`src/rtl/fsw_pkg.sv`:
```
package fsw_pkg;

    typedef enum logic [2:0] {
        ST_IDLE          = 3'd0,
        ST_MUTE_WAIT_OSC = 3'd1,
        ST_PLL_RESET     = 3'd2,
        ST_WAIT_LOCK     = 3'd3,
        ST_UNMUTE        = 3'd4
    } seq_state_e;

    function automatic int unsigned max3(input int unsigned a, input int unsigned b,
                                         input int unsigned c);
        int unsigned m;
        m = (a > b) ? a : b;
        return (m > c) ? m : c;
    endfunction

endpackage

```
`src/rtl/fsw_req_edge.sv`:
```
module fsw_req_edge (
    input  logic clk,
    input  logic rst_n,
    input  logic req_i,
    output logic rise_o
);
    logic prev_d, prev_q;

    always_comb begin
        prev_d = req_i;
        rise_o = req_i & ~prev_q;
    end

    always_ff @(posedge clk or negedge rst_n) begin
        if (!rst_n) prev_q <= 1'b0;
        else        prev_q <= prev_d;
    end
endmodule

```
`src/rtl/fsw_seq_fsm.sv`:
```
module fsw_seq_fsm
    import fsw_pkg::*;
#(
    parameter int unsigned OSC_WAIT_CYC  = 3686400,
    parameter int unsigned RST_PULSE_CYC = 16,
    parameter int unsigned LOCK_WAIT_CYC = 1228800
) (
    input  logic       clk,
    input  logic       rst_n,
    input  logic       bypass_i,
    input  logic       start_i,
    input  logic       osc_rdy_i,
    input  logic       pll_lock_i,
    output seq_state_e state_o
);
    localparam int unsigned MAXC = max3(OSC_WAIT_CYC, RST_PULSE_CYC, LOCK_WAIT_CYC);
    localparam int unsigned CW   = (MAXC < 2) ? 1 : $clog2(MAXC + 1);
    localparam logic [CW-1:0] OSC_LAST  = CW'(OSC_WAIT_CYC - 1);
    localparam logic [CW-1:0] RST_LAST  = CW'(RST_PULSE_CYC - 1);
    localparam logic [CW-1:0] LOCK_LAST = CW'(LOCK_WAIT_CYC - 1);

    typedef struct packed {
        seq_state_e    st;
        logic [CW-1:0] cnt;
        logic          retried;
    } seq_regs_t;

    seq_regs_t r_d, r_q;

    always_comb begin
        r_d = r_q;
        if (bypass_i) begin
            r_d.st      = ST_IDLE;
            r_d.cnt     = '0;
            r_d.retried = 1'b0;
        end else if (start_i) begin
            r_d.st      = ST_MUTE_WAIT_OSC;
            r_d.cnt     = '0;
            r_d.retried = 1'b0;
        end else begin
            unique case (r_q.st)
                ST_IDLE: begin
                    r_d.cnt = '0;
                end
                ST_MUTE_WAIT_OSC: begin
                    if (r_q.cnt >= OSC_LAST) begin
                        if (osc_rdy_i) begin
                            r_d.st  = ST_PLL_RESET;
                            r_d.cnt = '0;
                        end
                    end else begin
                        r_d.cnt = r_q.cnt + 1'b1;
                    end
                end
                ST_PLL_RESET: begin
                    if (r_q.cnt >= RST_LAST) begin
                        r_d.st  = ST_WAIT_LOCK;
                        r_d.cnt = '0;
                    end else begin
                        r_d.cnt = r_q.cnt + 1'b1;
                    end
                end
                ST_WAIT_LOCK: begin
                    if (pll_lock_i) begin
                        r_d.st  = ST_UNMUTE;
                        r_d.cnt = '0;
                    end else if (r_q.cnt >= LOCK_LAST) begin
                        if (!r_q.retried) begin
                            r_d.st      = ST_PLL_RESET;
                            r_d.cnt     = '0;
                            r_d.retried = 1'b1;
                        end
                    end else begin
                        r_d.cnt = r_q.cnt + 1'b1;
                    end
                end
                ST_UNMUTE: begin
                    r_d.st      = ST_IDLE;
                    r_d.cnt     = '0;
                    r_d.retried = 1'b0;
                end
                default: begin
                    r_d.st      = ST_IDLE;
                    r_d.cnt     = '0;
                    r_d.retried = 1'b0;
                end
            endcase
        end
    end

    always_ff @(posedge clk or negedge rst_n) begin
        if (!rst_n) begin
            r_q.st      <= ST_IDLE;
            r_q.cnt     <= '0;
            r_q.retried <= 1'b0;
        end else begin
            r_q <= r_d;
        end
    end

    assign state_o = r_q.st;
endmodule

```
`src/rtl/fsw_out_decode.sv`:
```
module fsw_out_decode
    import fsw_pkg::*;
(
    input  seq_state_e state_i,
    input  logic       bypass_i,
    input  logic       mute_req_i,
    output logic       mute_o,
    output logic       pll_rst_o,
    output logic       busy_o
);
    logic seq_mute;

    always_comb begin
        seq_mute  = (state_i == ST_MUTE_WAIT_OSC) || (state_i == ST_PLL_RESET) ||
                    (state_i == ST_WAIT_LOCK);
        mute_o    = mute_req_i | (~bypass_i & seq_mute);
        pll_rst_o = ~bypass_i & (state_i == ST_PLL_RESET);
        busy_o    = ~bypass_i & (state_i != ST_IDLE);
    end
endmodule

```
`src/rtl/fam_switch_seq.sv`:
```
module fam_switch_seq
    import fsw_pkg::*;
#(
    parameter int unsigned OSC_WAIT_CYC  = 3686400,
    parameter int unsigned RST_PULSE_CYC = 16,
    parameter int unsigned LOCK_WAIT_CYC = 1228800
) (
    input  logic clk,
    input  logic rst_n,
    input  logic bypass_i,
    input  logic mute_req_i,
    input  logic fam_req_i,
    input  logic osc_rdy_i,
    input  logic pll_lock_i,
    output logic pll_rst_o,
    output logic mute_o,
    output logic busy_o
);
    logic       req_rise;
    seq_state_e state;

    fsw_req_edge u_edge (
        .clk    (clk),
        .rst_n  (rst_n),
        .req_i  (fam_req_i),
        .rise_o (req_rise)
    );

    fsw_seq_fsm #(
        .OSC_WAIT_CYC  (OSC_WAIT_CYC),
        .RST_PULSE_CYC (RST_PULSE_CYC),
        .LOCK_WAIT_CYC (LOCK_WAIT_CYC)
    ) u_fsm (
        .clk        (clk),
        .rst_n      (rst_n),
        .bypass_i   (bypass_i),
        .start_i    (req_rise),
        .osc_rdy_i  (osc_rdy_i),
        .pll_lock_i (pll_lock_i),
        .state_o    (state)
    );

    fsw_out_decode u_out (
        .state_i    (state),
        .bypass_i   (bypass_i),
        .mute_req_i (mute_req_i),
        .mute_o     (mute_o),
        .pll_rst_o  (pll_rst_o),
        .busy_o     (busy_o)
    );
endmodule

```
`config.mk`:
```
export PLATFORM = sky130hd
export DESIGN_NAME = fam_switch_seq
export DESIGN_NICKNAME = d
export VERILOG_FILES = /design/src/rtl/fsw_pkg.sv /design/src/rtl/fsw_req_edge.sv /design/src/rtl/fsw_seq_fsm.sv /design/src/rtl/fsw_out_decode.sv /design/src/rtl/fam_switch_seq.sv
export SDC_FILE = /design/constraint.sdc
export NUM_CORES = 1
export LEC_CHECK = 0
export CAP_MARGIN = 5
export CORE_ASPECT_RATIO = 1.1
export CORE_UTILIZATION = 58
export CTS_BUF_LIST = sky130_fd_sc_hd__clkbuf_8
export DETAILED_ROUTE_END_ITERATION = 12
export DONT_BUFFER_PORTS = 1
export PLACE_DENSITY = 0.85
export SKIP_CTS_REPAIR_TIMING = 1
export SLEW_MARGIN = 20
export SYNTH_ARGS = -nofsm -noshare
export SYNTH_HDL_FRONTEND = slang
export SYNTH_HIERARCHICAL = 1
export SYNTH_SLANG_ARGS = --single-unit
```
`constraint.sdc`:
```
create_clock -name clk -period 2.83 [get_ports clk]
set_input_delay 0.566 -clock clk [delete_from_list [all_inputs] [get_ports clk]]
set_output_delay 0.566 -clock clk [all_outputs]
set_load 0.005 [all_outputs]
```
* After elaboration in Yosys (flattened, before gate mapping)
Index checks and enable logic that the tools add are counted.
** Operators by class
- $add $sub $neg :: 1
- $mul :: 0
- Div/mod/pow operators :: 0
- $lt $le $gt $ge :: 3
- Equality and inequality tests :: 14
- Shifts and indexed selects :: 0
- Muxes and demuxes :: 16
- Bitwise logic cells :: 7
- Reductions and logical operators :: 8
** Operators with widths (count)
- 26-bit 2-to-1 mux :: 3
- 22-bit 2-to-1 mux :: 3
- 22-bit one-hot mux with 3 select lines :: 1
- 25-bit 2-to-1 mux :: 2
- 22-bit by 1-bit adder with 22-bit output (second input constant) :: 1
- 22-bit by 21-bit greater-or-equal comparator with 1-bit output (second input constant) :: 1
- 22-bit greater-or-equal comparator (second input constant) :: 1
- 22-bit by 4-bit greater-or-equal comparator with 1-bit output (second input constant) :: 1
- 4-bit by 3-bit != test with 1-bit output (second input constant) :: 3
- 3-bit one-hot mux with 4 select lines :: 1
- 5-bit != test (second input constant) :: 2
- 3-bit 2-to-1 mux :: 3
- 4-bit != test (second input constant) :: 2
- 3-bit by 2-bit equality test with 1-bit output (second input constant) :: 2
- 6-bit != test (second input constant) :: 1
- 6-bit AND reduction :: 1
- 5-bit by 4-bit != test with 1-bit output (second input constant) :: 1
- 1-bit AND :: 4
- 3-bit by 1-bit equality test with 1-bit output (second input constant) :: 1
- 3-bit zero test :: 1
- 3-bit by 1-bit != test with 1-bit output (second input constant) :: 1
- 3-bit != test (second input constant) :: 1
- 3-bit AND reduction :: 1
- 3-bit nonzero test :: 1
- 7 further kinds :: 10
** Word-level totals
- Bits in registers :: 27
- Latch bits :: 0
- Memory bits (writable) :: 0
- Bits in read-only memories :: 0
- Output and inout bits :: 3
- Memories :: 0

* Depth between registers and ports, before layout
Gate-level depths: netlist of the first run.
- Word-level depth :: 6
- Depth in mapped cells :: 8

* Hierarchy
The synthesis of the first run kept the hierarchy.
** Modules (own cells, without submodules)
- fsw_seq_fsm :: times used 1, cells each 215, area each 1914.3 sq um
- fsw_out_decode :: times used 1, cells each 6, area each 43.8 sq um
- fsw_req_edge :: times used 1, cells each 2, area each 38.8 sq um

* Worst setup path before layout of the first run
No wires, ideal clock.
- Path type :: input port to flip-flop
- Start :: input port fam_req_i
- End :: register u_fsm.r_q, in the netlist u_fsm/state_o[0]
- Library setup time :: 0.126 ns
- Data arrival time :: 2.282 ns
- Data required time :: 2.704 ns
- Setup slack :: 0.422 ns
- Stages :: 7
- Cells stage by stage :: nor2b_4 or3_1 or3_2 a211oi_2 buf_2 nor4_1 o32a_1
** On the way
- Word-level cells in the longest chain between the ends :: 3
** Ends and longest elaborated chain
- start: declaration :: line fam_switch_seq.sv:12 : input logic fam_req_i,
- 1-bit AND * :: line fsw_req_edge.sv:11 : rise_o = req_i & ~prev_q;
- 5-bit != test (no source line), or another cell as far along
- 6-bit AND reduction (no source line) or 26-bit 2-to-1 mux (tied branches)
- end signal: assignment :: line fsw_seq_fsm.sv:97 : r_q <= r_d;
- end: declaration :: line fsw_seq_fsm.sv:28 : seq_regs_t r_d, r_q;
Mark *: on every way between the ends. The rest lies on a longest branch, timed or not.
A chain may end at the register's enable or synchronous reset.

* Final worst setup path of the first run
- Start :: register u_fsm/r_q[1] (netlist bit)
- End :: register u_fsm/r_q[6] (netlist bit)
** On the way
- Word-level cells in the longest chain between the ends :: 6
** Ends and longest elaborated chain
- 22-bit by 1-bit adder with 22-bit output or 22-bit by 21-bit greater-or-equal comparator with 1-bit output (tied branches)
- 22-bit 2-to-1 mux :: line fsw_seq_fsm.sv:67 : end else if (r_q.cnt >= LOCK_LAST) begin
- 25-bit 2-to-1 mux :: line fsw_seq_fsm.sv:64 : if (pll_lock_i) begin
- 22-bit one-hot mux with 3 select lines :: line fsw_seq_fsm.sv:41 : unique case (r_q.st)
- 26-bit 2-to-1 mux :: line fsw_seq_fsm.sv:36 : end else if (start_i) begin
- 26-bit 2-to-1 mux :: line fsw_seq_fsm.sv:32 : if (bypass_i) begin
Several ways; a longest one is shown, not always the timed one.

==> results of run 1 <==
report_power, final:
group          switching (mW)  internal (mW)  leakage [nW]
registers              0.0378          0.404         0.372
clock network           0.120         0.0974        0.0269
logic                   0.104         0.0625         0.384
cell families (layout without fill, tap and decap cells):
kind of cell / count (synthesis) / count (layout) / share of synthesized area (%)
and+or+nand+nor: 89 / 89 / 28.7
DFF: 27 / 27 / 33.8
buffers and inverters: 39 / 38 / 10.4
adders and majority gates: 1 / 1 / 0.626
AOI/OAI and AO/OA: 66 / 66 / 25.9
muxes: 1 / 1 / 0.501
cells in the mapped netlist, types with 4 or more instances:
library cell / instances / area (sq um)
and2_1: 4 / 25.0
a21oi_1: 5 / 25.0
clkbuf_1: 4 / 15.0
inv_1: 23 / 86.3
o21ai_1: 15 / 75.1
nor3_1: 8 / 40.0
dfrtp_1: 27 / 676
nand3_1: 7 / 35.0
nand2_1: 13 / 48.8
nor4_1: 10 / 62.6
nor2_1: 18 / 67.6
o32ai_1: 17 / 149
cell type report:
class,instances,area (sq um)
multi-input combinational,157,1120
fill,255,1090
sequential,27,676
timing repair buffer,11,95.1
inverter,23,86.3
tap,34,42.5
clock buffer,3,41.3
clock inverter,1,3.75
metal layers:
metal  wire length, um  GRT usage, %
met5                 0             0
met4               109          11.6
met3               158          3.08
met2              2190          41.4
met1              2040          37.5
state kept, by name, indices dropped and copies added, names as in the netlist:
name / flops
u_fsm/r_q: 23
u_edge/prev_q: 1
u_fsm/state_o: 3
final timing paths:
check,end,slack [ns],depth (start not counted)
max in group asynchronous,u_fsm/r_q[11],2.58,1
min in group clk,u_edge/prev_q,0.31,0
min,u_fsm/r_q[14],0.10,1
max,u_fsm/r_q[6],0.29,7
max reg2reg,u_fsm/r_q[6],0.29,7
min reg2reg,u_fsm/r_q[0],0.53,2
worst reg2reg max path, stage by stage (launching register included):
cell	delay (ns)
dfrtp_1	0.44
ha_1	0.28
nand3_4	0.14
or4_1	0.72
a2111oi_4	0.40
a21oi_2	0.13
buf_4	0.21
o21ai_1	0.14
per-stage QoR:
| step | utilization [%] | hold slack (ns) | instances |
|---|---|---|---|
| global route | 65.4 | 0.0943 | 256 |
| detailed placement | 63.4 | 0.271 | 251 |
| finish | 65.4 | 0.100 | 256 |
| CTS | 64.8 | -0.0335 | 255 |
| global placement | 63.4 | 0.271 | 251 |
| floorplan | - | 0.270 | 223 |
==> reports/qor.csv, run 1 <==
metric,value,unit
outcome,"finished, violations left",
failed_checks,DRC,
areaGrowthSynthToFinish,3.32,%
grt_pass1_wl,7660,um
tns,0,ns
synth_flop_cell,dfrtp_1,
grtUsageTotal,26.8,%
avgSynthCellArea,8.95,sq um
crit_path_max_incr_delay,0.72,ns
min_path_type,input port to asynchronous set/reset pin,
critPathMaxFanout,9,
clock_path_buffers,2,
rsz0062_at_grt,no,
final-hold-violation-count,0,
clock-sinks,27,
die_h,63.5,um
nets,231,
setup.worst_path.start_class,flop,
final_area,2060,sq um
core_area,3150,sq um
synth-seq-cells,27,
drt-total-wl,4490,um
period_needed,2.54,ns
power.leakage,0.784,nW
slew_headroom,61.1,%
htree_levels,1,
cts_tree,built,
cts_root_buf,clkbuf_8,
reg2reg_from,u_fsm/r_q[1],
critPathLaunch,u_fsm/r_q[1],
pre_cts_ws,0.279,ns
grt_max_degree,28,
setup_viol_count_final,0,
dr.pass1.iters,8,
cp_num_buf_inv,1,
diodes,0,
ys_warn_count,6,
worst_slack,0.290,ns
via_count,1737,
ios,10,
die_w,57.9,um
final_common_cell,dfrtp_1,
std_cell_rows,21,
end_kind,flop,
synth_area,2000,sq um
ys_seq_area_share,33.8,%
ir_worst_vdd,0.356,mV
drtIter0Drc,234,
via_per_inst,6.79,
antenna_found_initial,0,
synth_fp_nets,231,
synthCells,223,
dpl.hpwl,3160,um
drc,1,
path_cells,ha_1 -> nand3_4 -> or4_1 -> a2111oi_4 -> a21oi_2 -> buf_4 -> o21ai_1,
clk_latency,0.27,ns
grt_pass1_vias,1609,
timing_worst_setup_path_type,flop to flop,
critPathTopFamily,simple AND/OR/NAND/NOR gates,
drive_gt1_share,17.1,%
tightest_slew,0.580,ns
crit_arrival,2.74,ns
power.density,400,nW/um^2
maxSlewViolCount,0,
synth_edf_count,0,
path_clk_slew,0.09,ns
max_cap_violations,0,
clock_skew,0.00403,ns
cp_slowest_cell,or4_1,
grt-ovfl-total,0,
yosysUniqueCellTypes,61,
max_freq,394,MHz
fp.dieArea,3680,sq um
cts_buffers,3,
place_congestion,0.884,
placed_cell_area,2000,sq um
fin_total_pwr,0.825,mW
io_buffers,0,
ant_nets,0,
fin_crit_sh,89.8,%
async_flop_share,100,%
start_util,63.3,%
routedWlPerCell,17.5,um
final_cell_mix,"27 x dfrtp_1, 24 x inv_1, 18 x nor2_1",
cp_data_required_time,3.03,ns
(Power assumes the default switching activity.)
==> run 2, diff against run 1 <==
==> constraint.sdc (replaced) <==
create_clock -name clk -period 2.83 [get_ports clk]
set_input_delay 0.4245 -clock clk [delete_from_list [all_inputs] [get_ports clk]]
set_output_delay 0.4245 -clock clk [all_outputs]
set_load 0.005 [all_outputs]
==> run 2 against run 1 <==
Compared with the run above: non-clock buffer count up 1; critical endpoint is now u_fsm/r_q[10]; register-to-register slack got worse by 0.04 ns; utilization up 0.36 points; the run still ends with DRC left; critical path type unchanged.
==> reports/qor.csv, run 2 (synthesis results as in run 1) <==
metric,value,unit
pwr-share-seq,52.4,%
drive_gt1_share,17.5,%
nets,232,
cp_data_required_time,2.98,ns
worst_slack,0.246,ns
final-hold-violation-count,0,
rsz0062_at_grt,no,
fin_crit_sh,91.3,%
critPathMaxFanout,9,
core_area,3150,sq um
cts_buffers,3,
grtUsageTotal,27.2,%
min_path_type,input port to flop,
die_h,63.5,um
dr.pass1.iters,9,
outcome,"finished, violations left",
switching_share,32.4,%
ir_worst_vdd,0.296,mV
clock_path_buffers,2,
clock-sinks,27,
crit_arrival,2.74,ns
tightest_slew,0.560,ns
start_util,63.3,%
power.leakage,0.786,nW
drtIter0Drc,106,
p_sw,0.273,mW
htree_levels,1,
maxSlewViolCount,0,
clock_skew,0.00252,ns
grt_use_met3,4.72,%
dpl.hpwl,3320,um
grt-ovfl-total,0,
largest_register,u_fsm/r_q,
grt_pass1_vias,1643,
areaGrowthSynthToFinish,3.88,%
multi_input_area,1120,sq um
setup_viol_count_final,0,
slew_headroom,62.4,%
io_buffers,0,
diodes,0,
pwr-share-clk,27.2,%
die_w,57.9,um
regArea,676,sq um
via_count,1759,
period_needed,2.58,ns
use_met2,45.1,%
end_kind,flop,
setup.worst_path.start_class,flop,
comb_power_share,20.4,%
internal_power,0.570,mW
grt_max_degree,28,
ant_nets,0,
fillers,247,
final_cell_mix,"27 x dfrtp_1, 23 x inv_1, 18 x nor2_1",
via_per_inst,6.84,
max_freq,387,MHz
std_cell_rows,21,
pre_cts_ws,0.309,ns
drt-total-wl,4730,um
place_congestion,0.904,
path_clk_slew,0.10,ns
failed_checks,DRC,
timing_worst_setup_path_type,flop to flop,
ios,10,
grt-busiest-layer,met2,
routedWlPerCell,18.4,um
final_common_cell,dfrtp_1,
antenna_found_initial,0,
power.density,407,nW/um^2
cts_root_buf,clkbuf_8,
grt_pass1_wl,7710,um
clk_latency,0.27,ns
fp.dieArea,3680,sq um
cts_tree,built,
largest_reg_flops,23,
max_cap_violations,0,
drc,1,
use_met1,34.1,%
tns,0,ns
[run 2: path summary, 6_finish.rpt]
| check | from | to | slack, ns | depth (start not counted) |
|---|---|---|---|---|
| worst min-delay path | fam_req_i | u_edge/prev_q | 0.16 | 0 |
| min in group asynchronous | rst_n | u_fsm/r_q[20] | 0.58 | 2 |
| worst max register to register | u_fsm/r_q[1] | u_fsm/r_q[10] | 0.25 | 8 |
| worst max-delay path | u_fsm/r_q[1] | u_fsm/r_q[10] | 0.25 | 8 |
| max in group asynchronous | rst_n | u_fsm/r_q[5] | 2.10 | 2 |
| worst min register to register | u_fsm/r_q[0] | u_fsm/r_q[0] | 0.52 | 2 |
[run 2: cell type report]
class | instances | share of cell area, %
repair buffers | 12 | 5.07
clock inverters | 1 | 0.241
clock buffers | 3 | 1.99
inverters | 23 | 4.16
flip-flops and latches | 27 | 32.6
well taps | 34 | 2.05
multi-input cells | 157 | 53.9
[run 2: per-layer routing]
metal	part of all wire, %	up-vias
li1	-	845
met1	44	863
met2	50	45
met3	4.4	6
met4	1.5	0
met5	0	-
[run 2: per-stage QoR]
stage	power [mW]	hold slack (ns)	cells	area, sq um	util [%]
after floorplan	0.564	0.129	223	2000	-
after global placement	0.598	0.130	251	2000	63.4
after detailed placement	0.607	0.130	251	2000	63.4
after CTS	0.828	-0.173	255	2040	64.8
after global routing	0.883	0.148	257	2070	65.8
final	0.844	0.165	257	2070	65.8
[run 2: worst max-delay path, cell delays in order, from the launching register on]
cell      delay, ns
dfrtp_1        0.45
ha_1           0.28
nand3_4        0.14
nor4_4         0.50
a211oi_2       0.21
buf_4          0.22
buf_4          0.18
o32ai_1        0.36
o21ai_1        0.11
[run 2: power by group through the flow]
stage / clock [mW] / combinational, mW / sequential, mW
final: 0.229 / 0.172 / 0.442
after global routing: 0.249 / 0.188 / 0.445
after CTS: 0.229 / 0.158 / 0.441
after detailed placement: 0 / 0.158 / 0.449
after global placement: 0 / 0.152 / 0.447
after floorplan: 0 / 0.130 / 0.435
==> run 3, diff against run 2 <==
==> constraint.sdc (replaced) <==
create_clock -name clk -period 2.48 [get_ports clk]
set_input_delay 0.372 -clock clk [delete_from_list [all_inputs] [get_ports clk]]
set_output_delay 0.372 -clock clk [all_outputs]
set_load 0.005 [all_outputs]
==> run 3 against run 2 <==
Compared with the run above: the flow still finishes with violations (DRC); sequential share of layout area is 1.7 points lower; clock power up 10%; worst hold slack got worse by 0.048 ns; final cell count increased by 5.1%; cell area increased by 5.5%; largest cell class unchanged.
==> reports/qor.csv, run 3 (synthesis results as in run 1) <==
metric,value,unit
critPathLaunch,u_fsm/r_q[15],
max_cap_violations,0,
drc,1,
grt_pass1_vias,1752,
period_needed,2.36,ns
clock_skew,0.00313,ns
rrSetupSlack,0.12,ns
clock-sinks,27,
final-hold-violation-count,0,
use_met1,39.4,%
fp.dieArea,3680,sq um
slew_headroom,51.2,%
clock_path_buffers,2,
fin_crit_sh,95.2,%
setup.worst_path.start_class,flop,
final_common_cell,dfrtp_1,
tightest_slew,0.730,ns
die_h,63.5,um
io_buffers,0,
reg2reg_depth,7,
crit_arrival,2.48,ns
power.leakage,0.861,nW
start_util,63.3,%
drive_gt1_share,22.5,%
end_kind,flop,
path_clk_slew,0.09,ns
rsz0062_at_grt,no,
place_congestion,0.823,
std_cell_rows,21,
dpl.hpwl,3300,um
ir_worst_vdd,0.511,mV
min_path_type,input port to flop,
use_met2,45.5,%
grt-busiest-layer,met2,
cts_buffers,3,
via_per_inst,6.77,
core_area,3150,sq um
grt_use_met3,3.90,%
via_count,1828,
areaGrowthSynthToFinish,9.59,%
hold_slack,0.117,ns
largest_register,u_fsm/r_q,
ant_nets,0,
pre_cts_ws,-0.0536,ns
nets,245,
grt_pass1_wl,8240,um
failed_checks,DRC,
clk_latency,0.27,ns
maxSlewViolCount,0,
setup_viol_count_final,0,
largest_reg_flops,23,
r2r-end,u_fsm/r_q[21],
drtIter0Drc,151,
drt-total-wl,4680,um
grt_max_degree,28,
routedWlPerCell,17.3,um
critPathMaxFanout,12,
diodes,0,
die_w,57.9,um
tns,0,ns
cp_data_required_time,2.60,ns
dr.pass1.iters,8,
timing_worst_setup_path_type,flop to flop,
max_freq,424,MHz
cts_root_buf,clkbuf_8,
endpoint,u_fsm/r_q[21],
outcome,"finished, violations left",
power.density,446,nW/um^2
antenna_found_initial,0,
worst_slack,0.120,ns
cts_tree,built,
multi_input_area,1140,sq um
regArea,676,sq um
reg2reg_from,u_fsm/r_q[15],
grtUsageTotal,28.4,%
fillers,232,
final_cell_mix,"27 x dfrtp_1, 24 x inv_1, 23 x buf_4",
htree_levels,1,
grt-ovfl-total,0,
fin_total_pwr,0.975,mW
ios,10,
## run 3: per-stage QoR
step	area, sq um	utilization (%)	std cells
final	2190	69.4	270
after global routing	2190	69.4	270
after CTS	2140	67.9	268
after detailed placement	2100	66.5	264
after global placement	2100	66.5	264
after floorplan	2000	-	223
## run 3: metal layers
layer / vias up / wire length [um] / part of all wire, %
met5: - / 0 / 0
met4: 0 / 58 / 1.2
met3: 6 / 283 / 6.0
met2: 67 / 2240 / 48
met1: 886 / 2100 / 45
li1: 869 / - / -
## run 3: cell type report
class,count,share of cell area [%]
multi-input cells,157,51.9
repair buffers,25,9.26
flip-flops and latches,27,30.9
well taps,34,1.94
clock buffers,3,1.89
clock inverters,1,0.172
inverters,23,3.95
## run 3: how the worst min path moves through the flow
stage / start / to / slack (ns) / cells past startpoint
global route: fam_req_i / u_edge/prev_q / 0.10 / 0
global placement: rst_n / u_fsm/r_q[12] / 0.08 / 0
floorplan: rst_n / u_edge/prev_q / 0.08 / 0
finish: fam_req_i / u_edge/prev_q / 0.12 / 0
CTS: rst_n / u_fsm/r_q[10] / -0.23 / 0
detailed placement: rst_n / u_fsm/r_q[12] / 0.08 / 0
## run 3: worst max-delay path, stage by stage (launching register included)
cell      delay (ns)
dfrtp_1         0.39
buf_4           0.16
or3_4           0.36
nor4_2          0.34
a211oi_2        0.19
buf_4           0.21
o311ai_0        0.37
o221ai_1        0.18
## run 3: where the power goes
| part | total (mW) | switching [mW] | internal (mW) |
|---|---|---|---|
| clock | 0.252 | 0.141 | 0.111 |
| sequential | 0.494 | 0.0328 | 0.461 |
| combinational | 0.230 | 0.135 | 0.0945 |
